## config.mk

```make
export PLATFORM = sky130hd
export DESIGN_NAME = vdma_ctrl
export DESIGN_NICKNAME = d
export VERILOG_FILES = /design/src/rtl/vdma_pkg.sv /design/src/rtl/vdma_addr_regs.sv /design/src/rtl/vdma_seq.sv /design/src/rtl/vdma_mover.sv /design/src/rtl/vdma_ctrl.sv
export SDC_FILE = /design/constraint.sdc
export NUM_CORES = 1
export LEC_CHECK = 0
export BUFFER_PORTS_ARGS = -buffer_cell sky130_fd_sc_hd__buf_4
export CORE_ASPECT_RATIO = 1.25
export CORE_UTILIZATION = 48
export CTS_CLUSTER_SIZE = 20
export DETAILED_ROUTE_END_ITERATION = 6
export PLACE_DENSITY = 0.73
export SLEW_MARGIN = 20
export SYNTH_ARGS = -nofsm -noshare
export SYNTH_HDL_FRONTEND = slang
export SYNTH_SLANG_ARGS = --single-unit
```

## constraint.sdc

```tcl
create_clock -name clk_i -period 4.9 [get_ports clk_i]
set_clock_uncertainty 0.1 [all_clocks]
set_input_delay 0.98 -clock clk_i [delete_from_list [all_inputs] [get_ports clk_i]]
set_output_delay 0.98 -clock clk_i [all_outputs]
set_load 0.02 [all_outputs]
```

## src/rtl/vdma_pkg.sv

```systemverilog
package vdma_pkg;
  localparam logic [7:0] OFS_SRC_HI = 8'h51;
  localparam logic [7:0] OFS_SRC_LO = 8'h52;
  localparam logic [7:0] OFS_DST_HI = 8'h53;
  localparam logic [7:0] OFS_DST_LO = 8'h54;
  localparam logic [7:0] OFS_CTRL   = 8'h55;
  localparam logic [7:0] RD_IDLE    = 8'hFF;

  typedef struct packed {
    logic src_hi;
    logic src_lo;
    logic dst_hi;
    logic dst_lo;
    logic ctrl;
  } reg_wr_t;
endpackage

```

## src/rtl/vdma_addr_regs.sv

```systemverilog
module vdma_addr_regs #(
  parameter int ADDR_W  = 16,
  parameter int BLK_LG2 = 4,
  parameter int WIN_LG2 = 13,
  localparam int SRC_W  = ADDR_W - BLK_LG2,
  localparam int DST_W  = WIN_LG2 - BLK_LG2,
  localparam int LO_W   = 8 - BLK_LG2,
  localparam int DHI_W  = WIN_LG2 - 8
) (
  input  logic             clk_i,
  input  logic             rst_ni,
  input  vdma_pkg::reg_wr_t wr_i,
  input  logic [7:0]       wdata_i,
  input  logic             adv_i,
  output logic [SRC_W-1:0] src_blk_o,
  output logic [DST_W-1:0] dst_blk_o
);
  logic [SRC_W-1:0] src_q;
  logic [DST_W-1:0] dst_q;

  always_ff @(posedge clk_i or negedge rst_ni) begin
    if (!rst_ni) begin
      src_q <= '0;
      dst_q <= '0;
    end else if (adv_i) begin
      src_q <= src_q + 1'b1;
      dst_q <= dst_q + 1'b1;
    end else begin
      if (wr_i.src_hi) src_q[SRC_W-1 -: 8]  <= wdata_i;
      if (wr_i.src_lo) src_q[LO_W-1:0]      <= wdata_i[7:BLK_LG2];
      // top bits of the destination high byte are dropped
      if (wr_i.dst_hi) dst_q[DST_W-1 -: DHI_W] <= wdata_i[DHI_W-1:0];
      if (wr_i.dst_lo) dst_q[LO_W-1:0]      <= wdata_i[7:BLK_LG2];
    end
  end

  assign src_blk_o = src_q;
  assign dst_blk_o = dst_q;
endmodule

```

## src/rtl/vdma_seq.sv

```systemverilog
module vdma_seq #(
  parameter int BLK_LG2 = 4,
  parameter int LEN_W   = 7,
  localparam int CNT_W  = BLK_LG2 + 1
) (
  input  logic             clk_i,
  input  logic             rst_ni,
  input  logic             ctrl_we_i,
  input  logic [7:0]       wdata_i,
  input  logic             hblank_i,
  output logic             busy_o,
  output logic [CNT_W-1:0] cnt_o,
  output logic             adv_o,
  output logic [LEN_W:0]   ctrl_rd_o
);
  logic             active_q, hbl_q, busy_q;
  logic [LEN_W-1:0] len_q;
  logic [CNT_W-1:0] cnt_q;
  logic             blk_done;

  assign blk_done = busy_q && (cnt_q == '1);

  always_ff @(posedge clk_i or negedge rst_ni) begin
    if (!rst_ni) begin
      active_q <= 1'b0;
      hbl_q    <= 1'b0;
      busy_q   <= 1'b0;
      len_q    <= '1;
      cnt_q    <= '0;
    end else if (busy_q) begin
      cnt_q <= cnt_q + 1'b1;
      if (blk_done) begin
        len_q <= len_q - 1'b1;  // wraps to all ones on the last block
        if (len_q == '0) begin
          active_q <= 1'b0;
          busy_q   <= 1'b0;
        end else if (hbl_q) begin
          busy_q <= 1'b0;
        end
      end
    end else if (ctrl_we_i) begin
      if (active_q && hbl_q && !wdata_i[7]) begin
        active_q <= 1'b0;
      end else begin
        active_q <= 1'b1;
        hbl_q    <= wdata_i[7];
        len_q    <= wdata_i[LEN_W-1:0];
        busy_q   <= !wdata_i[7];
        cnt_q    <= '0;
      end
    end else if (active_q && hbl_q && hblank_i) begin
      busy_q <= 1'b1;
    end
  end

  assign busy_o    = busy_q;
  assign cnt_o     = cnt_q;
  assign adv_o     = blk_done;
  assign ctrl_rd_o = {~active_q, len_q};
endmodule

```

## src/rtl/vdma_mover.sv

```systemverilog
module vdma_mover #(
  parameter int          ADDR_W   = 16,
  parameter int          BLK_LG2  = 4,
  parameter int          WIN_LG2  = 13,
  parameter logic [15:0] WIN_ADDR = 16'h8000,
  localparam int SRC_W = ADDR_W - BLK_LG2,
  localparam int DST_W = WIN_LG2 - BLK_LG2,
  localparam int CNT_W = BLK_LG2 + 1
) (
  input  logic              clk_i,
  input  logic              rst_ni,
  input  logic              busy_i,
  input  logic [CNT_W-1:0]  cnt_i,
  input  logic [SRC_W-1:0]  src_blk_i,
  input  logic [DST_W-1:0]  dst_blk_i,
  input  logic [7:0]        mem_rdata_i,
  output logic [ADDR_W-1:0] mem_addr_o,
  output logic [7:0]        mem_wdata_o,
  output logic              mem_we_o
);
  logic               wr_phase;
  logic [BLK_LG2-1:0] off;
  logic [7:0]         buf_q;

  assign wr_phase = cnt_i[0];
  assign off      = cnt_i[CNT_W-1:1];

  always_ff @(posedge clk_i or negedge rst_ni) begin
    if (!rst_ni)                buf_q <= '0;
    else if (busy_i && !wr_phase) buf_q <= mem_rdata_i;
  end

  always_comb begin
    if (wr_phase) mem_addr_o = {WIN_ADDR[ADDR_W-1:WIN_LG2], dst_blk_i, off};
    else          mem_addr_o = {src_blk_i, off};
  end

  assign mem_wdata_o = buf_q;
  assign mem_we_o    = busy_i && wr_phase;
endmodule

```

## src/rtl/vdma_ctrl.sv

```systemverilog
module vdma_ctrl #(
  parameter int          ADDR_W   = 16,
  parameter int          BLK_LG2  = 4,
  parameter int          WIN_LG2  = 13,
  parameter logic [15:0] WIN_ADDR = 16'h8000,
  localparam int LEN_W = 7,
  localparam int SRC_W = ADDR_W - BLK_LG2,
  localparam int DST_W = WIN_LG2 - BLK_LG2,
  localparam int CNT_W = BLK_LG2 + 1
) (
  input  logic              clk_i,
  input  logic              rst_ni,
  input  logic [7:0]        reg_addr_i,
  input  logic [7:0]        reg_wdata_i,
  input  logic              reg_we_i,
  output logic [7:0]        reg_rdata_o,
  input  logic              hblank_i,
  output logic              cpu_stall_o,
  output logic [ADDR_W-1:0] mem_addr_o,
  input  logic [7:0]        mem_rdata_i,
  output logic [7:0]        mem_wdata_o,
  output logic              mem_we_o
);
  import vdma_pkg::*;

  reg_wr_t          wr;
  logic             wr_en, busy, adv;
  logic [CNT_W-1:0] cnt;
  logic [SRC_W-1:0] src_blk;
  logic [DST_W-1:0] dst_blk;
  logic [LEN_W:0]   ctrl_rd;

  assign wr_en     = reg_we_i && !busy;
  assign wr.src_hi = wr_en && (reg_addr_i == OFS_SRC_HI);
  assign wr.src_lo = wr_en && (reg_addr_i == OFS_SRC_LO);
  assign wr.dst_hi = wr_en && (reg_addr_i == OFS_DST_HI);
  assign wr.dst_lo = wr_en && (reg_addr_i == OFS_DST_LO);
  assign wr.ctrl   = wr_en && (reg_addr_i == OFS_CTRL);

  vdma_addr_regs #(.ADDR_W(ADDR_W), .BLK_LG2(BLK_LG2), .WIN_LG2(WIN_LG2)) u_addr (
    .clk_i, .rst_ni, .wr_i(wr), .wdata_i(reg_wdata_i), .adv_i(adv),
    .src_blk_o(src_blk), .dst_blk_o(dst_blk)
  );

  vdma_seq #(.BLK_LG2(BLK_LG2), .LEN_W(LEN_W)) u_seq (
    .clk_i, .rst_ni, .ctrl_we_i(wr.ctrl), .wdata_i(reg_wdata_i), .hblank_i,
    .busy_o(busy), .cnt_o(cnt), .adv_o(adv), .ctrl_rd_o(ctrl_rd)
  );

  vdma_mover #(.ADDR_W(ADDR_W), .BLK_LG2(BLK_LG2), .WIN_LG2(WIN_LG2),
               .WIN_ADDR(WIN_ADDR)) u_mover (
    .clk_i, .rst_ni, .busy_i(busy), .cnt_i(cnt), .src_blk_i(src_blk),
    .dst_blk_i(dst_blk), .mem_rdata_i, .mem_addr_o, .mem_wdata_o, .mem_we_o
  );

  assign reg_rdata_o = (reg_addr_i == OFS_CTRL) ? ctrl_rd : RD_IDLE;
  assign cpu_stall_o = busy;
endmodule

```

After elaboration in Yosys (flattened, before gate mapping)

Index checks and enable logic that the tools add are counted.

Flip-flop bits (word level): 44
Output and inout bits: 34

$add $sub $neg: 4
Equal/unequal tests: 9
Multiplexer cells: 27
Bitwise gates (word level): 3
Reduce and logical (&&, ||, !) cells: 25

Operator list:

| cell                                                                    | number |
|---|---|
| 8-bit by 7-bit == test with 1-bit output, second input constant         | 5 |
| 7-bit two-way mux                                                       | 4 |
| 5-bit two-way mux                                                       | 4 |
| 16-bit two-way mux                                                      | 1 |
| 8-bit two-way mux                                                       | 2 |
| 12-bit by 1-bit adder with 12-bit output, second input constant         | 1 |
| 1-bit logical AND                                                       | 12 |
| 1-bit two-way mux                                                       | 12 |
| 12-bit two-way mux                                                      | 1 |
| 2-bit nonzero test                                                      | 5 |
| 9-bit by 1-bit adder with 9-bit output, second input constant           | 1 |
| 9-bit two-way mux                                                       | 1 |
| 3-bit AND reduction                                                     | 3 |
| 4-bit two-way mux                                                       | 2 |
| 7-bit logical NOT                                                       | 1 |
| 7-bit by 1-bit subtractor with 7-bit output, second input constant      | 1 |
| 5-bit by 1-bit adder with 5-bit output, second input constant           | 1 |
| 5-bit == test, second input constant                                    | 1 |
| 2-bit inequality test, second input constant                            | 2 |
| 1-bit logical NOT                                                       | 3 |
| 1-bit inverter                                                          | 3 |
| 2-bit by 1-bit inequality test with 1-bit output, second input constant | 1 |
| 2-bit AND reduction                                                     | 1 |

Depth between registers and ports, before layout

Depth in word-level cells: 5
Gate-level depth with buffers: 10

Modules after synthesis

A second synthesis with hierarchy kept.

Cells, all modules: 284
Area, all modules: 2832.7 um^2

By module, submodules not included:

| module         | instances | cells an instance | area an instance (um^2) | seq. area each (um^2) |
|---|---|---|---|---|
| vdma_addr_regs | 1         | 133               | 1270.0                  | 525.5 |
| vdma_seq       | 1         | 92                | 870.8                   | 384.1 |
| vdma_mover     | 1         | 36                | 501.7                   | 200.2 |
| vdma_ctrl      | 1         | 23                | 190.2                   | 0.0 |

Worst setup path after synthesis

No wires, ideal clock.

Path type: input to output
Start: in reg_addr_i[3]
End: out reg_rdata_o[2]
Arrival time: 1.890 ns
Required time: 3.820 ns
Slack: 1.930 ns
Stages on the path: 3
Path buffers: 0
Path through: nor3b_1 -> nand4b_1 -> or2_2

Cells in the longest elaborated chain, start to end: 2

Ends and longest elaborated chain:

| element                                  | RTL line        | source |
|---|---|---|
| start, declared                          | vdma_ctrl.sv:13 | `input logic [7:0] reg_addr_i,` |
| 8-bit by 7-bit == test with 1-bit output | vdma_ctrl.sv:56 | `assign reg_rdata_o = (reg_addr_i == OFS_CTRL) ? ctrl_rd : RD_IDLE;` |
| 8-bit two-way mux                        | vdma_ctrl.sv:56 |  |
| end, declared                            | vdma_ctrl.sv:16 | `output logic [7:0] reg_rdata_o,` |

No other way between the ends.

Worst setup path after layout

Start: in reg_addr_i[3]
End: out reg_rdata_o[5]

Same word-level chain as after synthesis.

==> results by group <==
Timing
  – Final min period: 3.41 ns
  – Fin Setup TNS: 0 ns
  – Worst rel slew slack: 52.6%
  – Final Max Tran Viols: 0
  – Final Hold Fails: 0
  – Finish-stage setup viols: 0
  – Tightest Pin Transition: 0.705 ns
  – Max Freq: a little under 300 MHz
  – Final period util: between 60% and 70%
  – RSZ-0062 raised after global routing: false

Job
  – Max cap viols: 0

Layout
  – Most frequent cells in the layout: buf_4 (61), dfrtp_1 (37), nand2_1 (29)
  – # diodes: 0
  – Commonest non-fill, non-tap cell in the layout: buf_4
  – Register area: 1110 um2
  – Area of the multi-input gates: ~1400 um2
  – Nets: 371
  – Fill count: about 470
  – Ratio of cells with drive above 1 in the final layout: approximately 32%
  – P&R area growth vs syn: 20.7%
  – Util after Layout: 61.4%

GRT
  – First-pass GRT wire length: 10,200 um
  – Gr usage total: between 20% and 30%
  – Largest net degree at the start of global routing: 45
  – Gr ovfl total: 0
  – Antenna violations before repair: 0
  – Vias in the first global route: around 2,200

Clock network
  – CTS clk-pin slew, worst paths: 0.08 ns
  – CTS root buf: clkbuf_8
  – Num CTS Buffers: 5
  – Clock latency on the worst-skew pair: 0.31 ns
  – Post-CTS sizing: 0
  – CTS tree: yes
  – Hold_buf cts: 0
  – CTS sink cnt: 44
  – Max H-tree Level: 2
  – Post-CTS setup buffers: 0
  – CTS max path bufs: 2

Die
  – Die extent in x: 68.3 um
  – Core box area: 5190 um2
  – Die extent in y: 84.9 um
  – # IOs: 62
  – Total die area: 5800 um2
  – Row count: 29
  – Initial Utilization: about half

Synthesis
  – Mapped Cells: 285
  – Post-synth EDFFs: 0
  – Syn avg cell area: 9.26 um2
  – Synth warn: 0
  – Synth async-reset ratio: 100%
  – Register bit total from synthesis: 44
  – Sequential share of the synthesized area: 42.1%
  – Post-Synthesis Cell Area: 2640 um2
  – Yosys cell types: 55
  – Top FF cell, synth: dfrtp_1
  – Synthesized Nets: approximately 320

Pwr
  – Switch Pwr: 0.000586 W
  – Sw Ratio: 39.1%
  – Pwr Density: between 400 and 500 nW/um2
  – Logic pwr share: about 43%
  – Leakage: 1.37 nW
  – Clk network pwr share: 16.1%
  – Max IR drop VDD: approximately 200 uV
  – P_int: 0.000913 W
  – Sequential power share: 41.0%

Routing
  – Starting DRT DRC Count: between 100 and 150
  – Final wirelength: approximately 6300 um
  – Avg WL per Cell: 15.8 um
  – Via count: roughly 2,400
  – Routed Antenna Nets: 0
  – Drt pass-1 iters: 4
  – # DRC: 0
  – Via-to-Cell Ratio: 5.86

Critical path
  – Critical path capture point type: primary output
  – Crit path top cell by count: buf_4
  – Crit path buffers/inverters: 2
  – Critical-path cell list: buf_4 -> nor3b_1 -> nand4b_1 -> or2_2 -> buf_4
  – Reg-to-reg slack, setup: between 1.5 and 2 ns
  – Crit path max-delay family: simple AND/OR/NAND/NOR gates
  – Crit path launch type: input pin
  – R2R depth: 7
  – Worst-path fanout max: 5
  – Worst EP required: 3.82 ns
  – Worst R2R Start: u_seq.cnt_o[0]$_DFFE_PN0P_
  – Reg2reg end: u_addr.dst_blk_o[5]$_DFFE_PN0P_
  – WP data arrival: 2.33 ns
  – Crit Path Class: in2out
  – Crit path max-delay cell type: nor3b_1
  – Largest stage delay on the critical path: between 0.4 and 0.5 ns

Worst hold path
  – WHS Path Cells: 2
  – Worst hold start: u_seq.len_q[1]$_DFFE_PN1P_
  – Worst Hold End: u_seq.len_q[1]$_DFFE_PN1P_
  – Hold Path Class: reg2reg

Place
  – Routability-driven placement congestion ratio: 0.889
  – Port Buf Inserts: 61
  – Post-DP HPWL: 4720 um

Outcome
  – Status: completed
[worst max path at each step]
stage                              from  slack, ns        endpoint  cells after the start
after CTS                 reg_addr_i[3]       1.49  reg_rdata_o[5]                      5
after floorplan           reg_addr_i[3]       1.93  reg_rdata_o[2]                      3
after global placement    reg_addr_i[3]       1.54  reg_rdata_o[3]                      5
after global routing      reg_addr_i[3]       1.40  reg_rdata_o[4]                      5
after detailed placement  reg_addr_i[3]       1.50  reg_rdata_o[5]                      5
final                     reg_addr_i[3]       1.49  reg_rdata_o[5]                      5
[power groups by stage]
stage	Sequential (W)	Combinational, W	Clock (W)
2_1_floorplan	0.000617	0.000429	0
3_3_place_gp	0.000616	0.000638	0
3_5_place_dp	0.000621	0.000647	0
4_1_cts	0.000616	0.000649	0.000245
5_1_grt	0.000638	0.000712	0.000258
6_report	0.000615	0.000642	0.000242
[layout make-up]
type,count,area share [%]
clock buffer,6,2.59
clock inverter,2,0.314
inverter,11,1.30
multi-input combinational,215,44.1
sequential,44,34.8
tap,62,2.44
timing repair buffer,61,14.4
[tightest hold or removal path, cell delays in order, from the launching register on]
cell and delay (ns):
dfstp_2 0.39, nand2_1 0.05, a21oi_1 0.05
[metrics by stage]
step | std cells | total power [W] | hold WS, ns | worst slack, ns | cell area (um2)
after detailed placement | 393 | 0.00127 | 0.376 | 1.50 | 3090
after CTS | 401 | 0.00151 | 0.387 | 1.49 | 3190
after global routing | 401 | 0.00161 | 0.422 | 1.40 | 3190
after global placement | 393 | 0.00125 | 0.373 | 1.54 | 3090
final | 401 | 0.00150 | 0.387 | 1.49 | 3190
after floorplan | 285 | 0.00105 | 0.359 | 1.93 | 2640
[cell usage after synthesis (5+ instances only)]
| master | instances | area (um2) |
|---|---|---|
| a211oi_1 | 9 | 67.6 |
| a21oi_1 | 7 | 35.0 |
| clkbuf_1 | 8 | 30.0 |
| dfrtp_1 | 37 | 926 |
| dfstp_2 | 7 | 184 |
| ha_1 | 5 | 62.6 |
| inv_1 | 10 | 37.5 |
| mux2_2 | 17 | 191 |
| mux2i_1 | 5 | 50.1 |
| nand2_1 | 29 | 109 |
| nand3_1 | 15 | 75.1 |
| nor2_1 | 26 | 97.6 |
| nor3_1 | 22 | 110 |
| o21ai_0 | 10 | 50.1 |
| o22ai_1 | 5 | 31.3 |
| or2_2 | 7 | 43.8 |
[registers in the layout, indices dropped and copies added, names as in the netlist]
name / flops
u_seq.cnt_o: 5
u_addr.src_blk_o: 12
u_seq.busy_o: 1
u_seq.hbl_q: 1
u_seq.active_q: 1
u_addr.dst_blk_o: 9
u_mover.mem_wdata_o: 8
u_seq.len_q: 7
[logic make-up after synthesis]
family | Yosys count | share of synthesized area [%]
simple gates | 131 | 26.2
compound gates | 53 | 14.3
buf+inv | 26 | 4.65
fa+ha+maj | 5 | 2.37
flops | 44 | 42.1
xor+xnor | 4 | 1.33
mux | 22 | 9.15
[metal layers]
metal / share of wire (%) / GRT usage (%) / wire length [um] / up-vias
li1: - / - / - / 1144
met4: 2.1 / 11.4 / 133 / 0
met2: 51 / 39.3 / 3230 / 73
met5: 0 / 0 / 0 / -
met3: 4.5 / 3.09 / 284 / 10
met1: 42 / 29.5 / 2690 / 1124
Note: power is estimated with default switching activity, not from simulation.
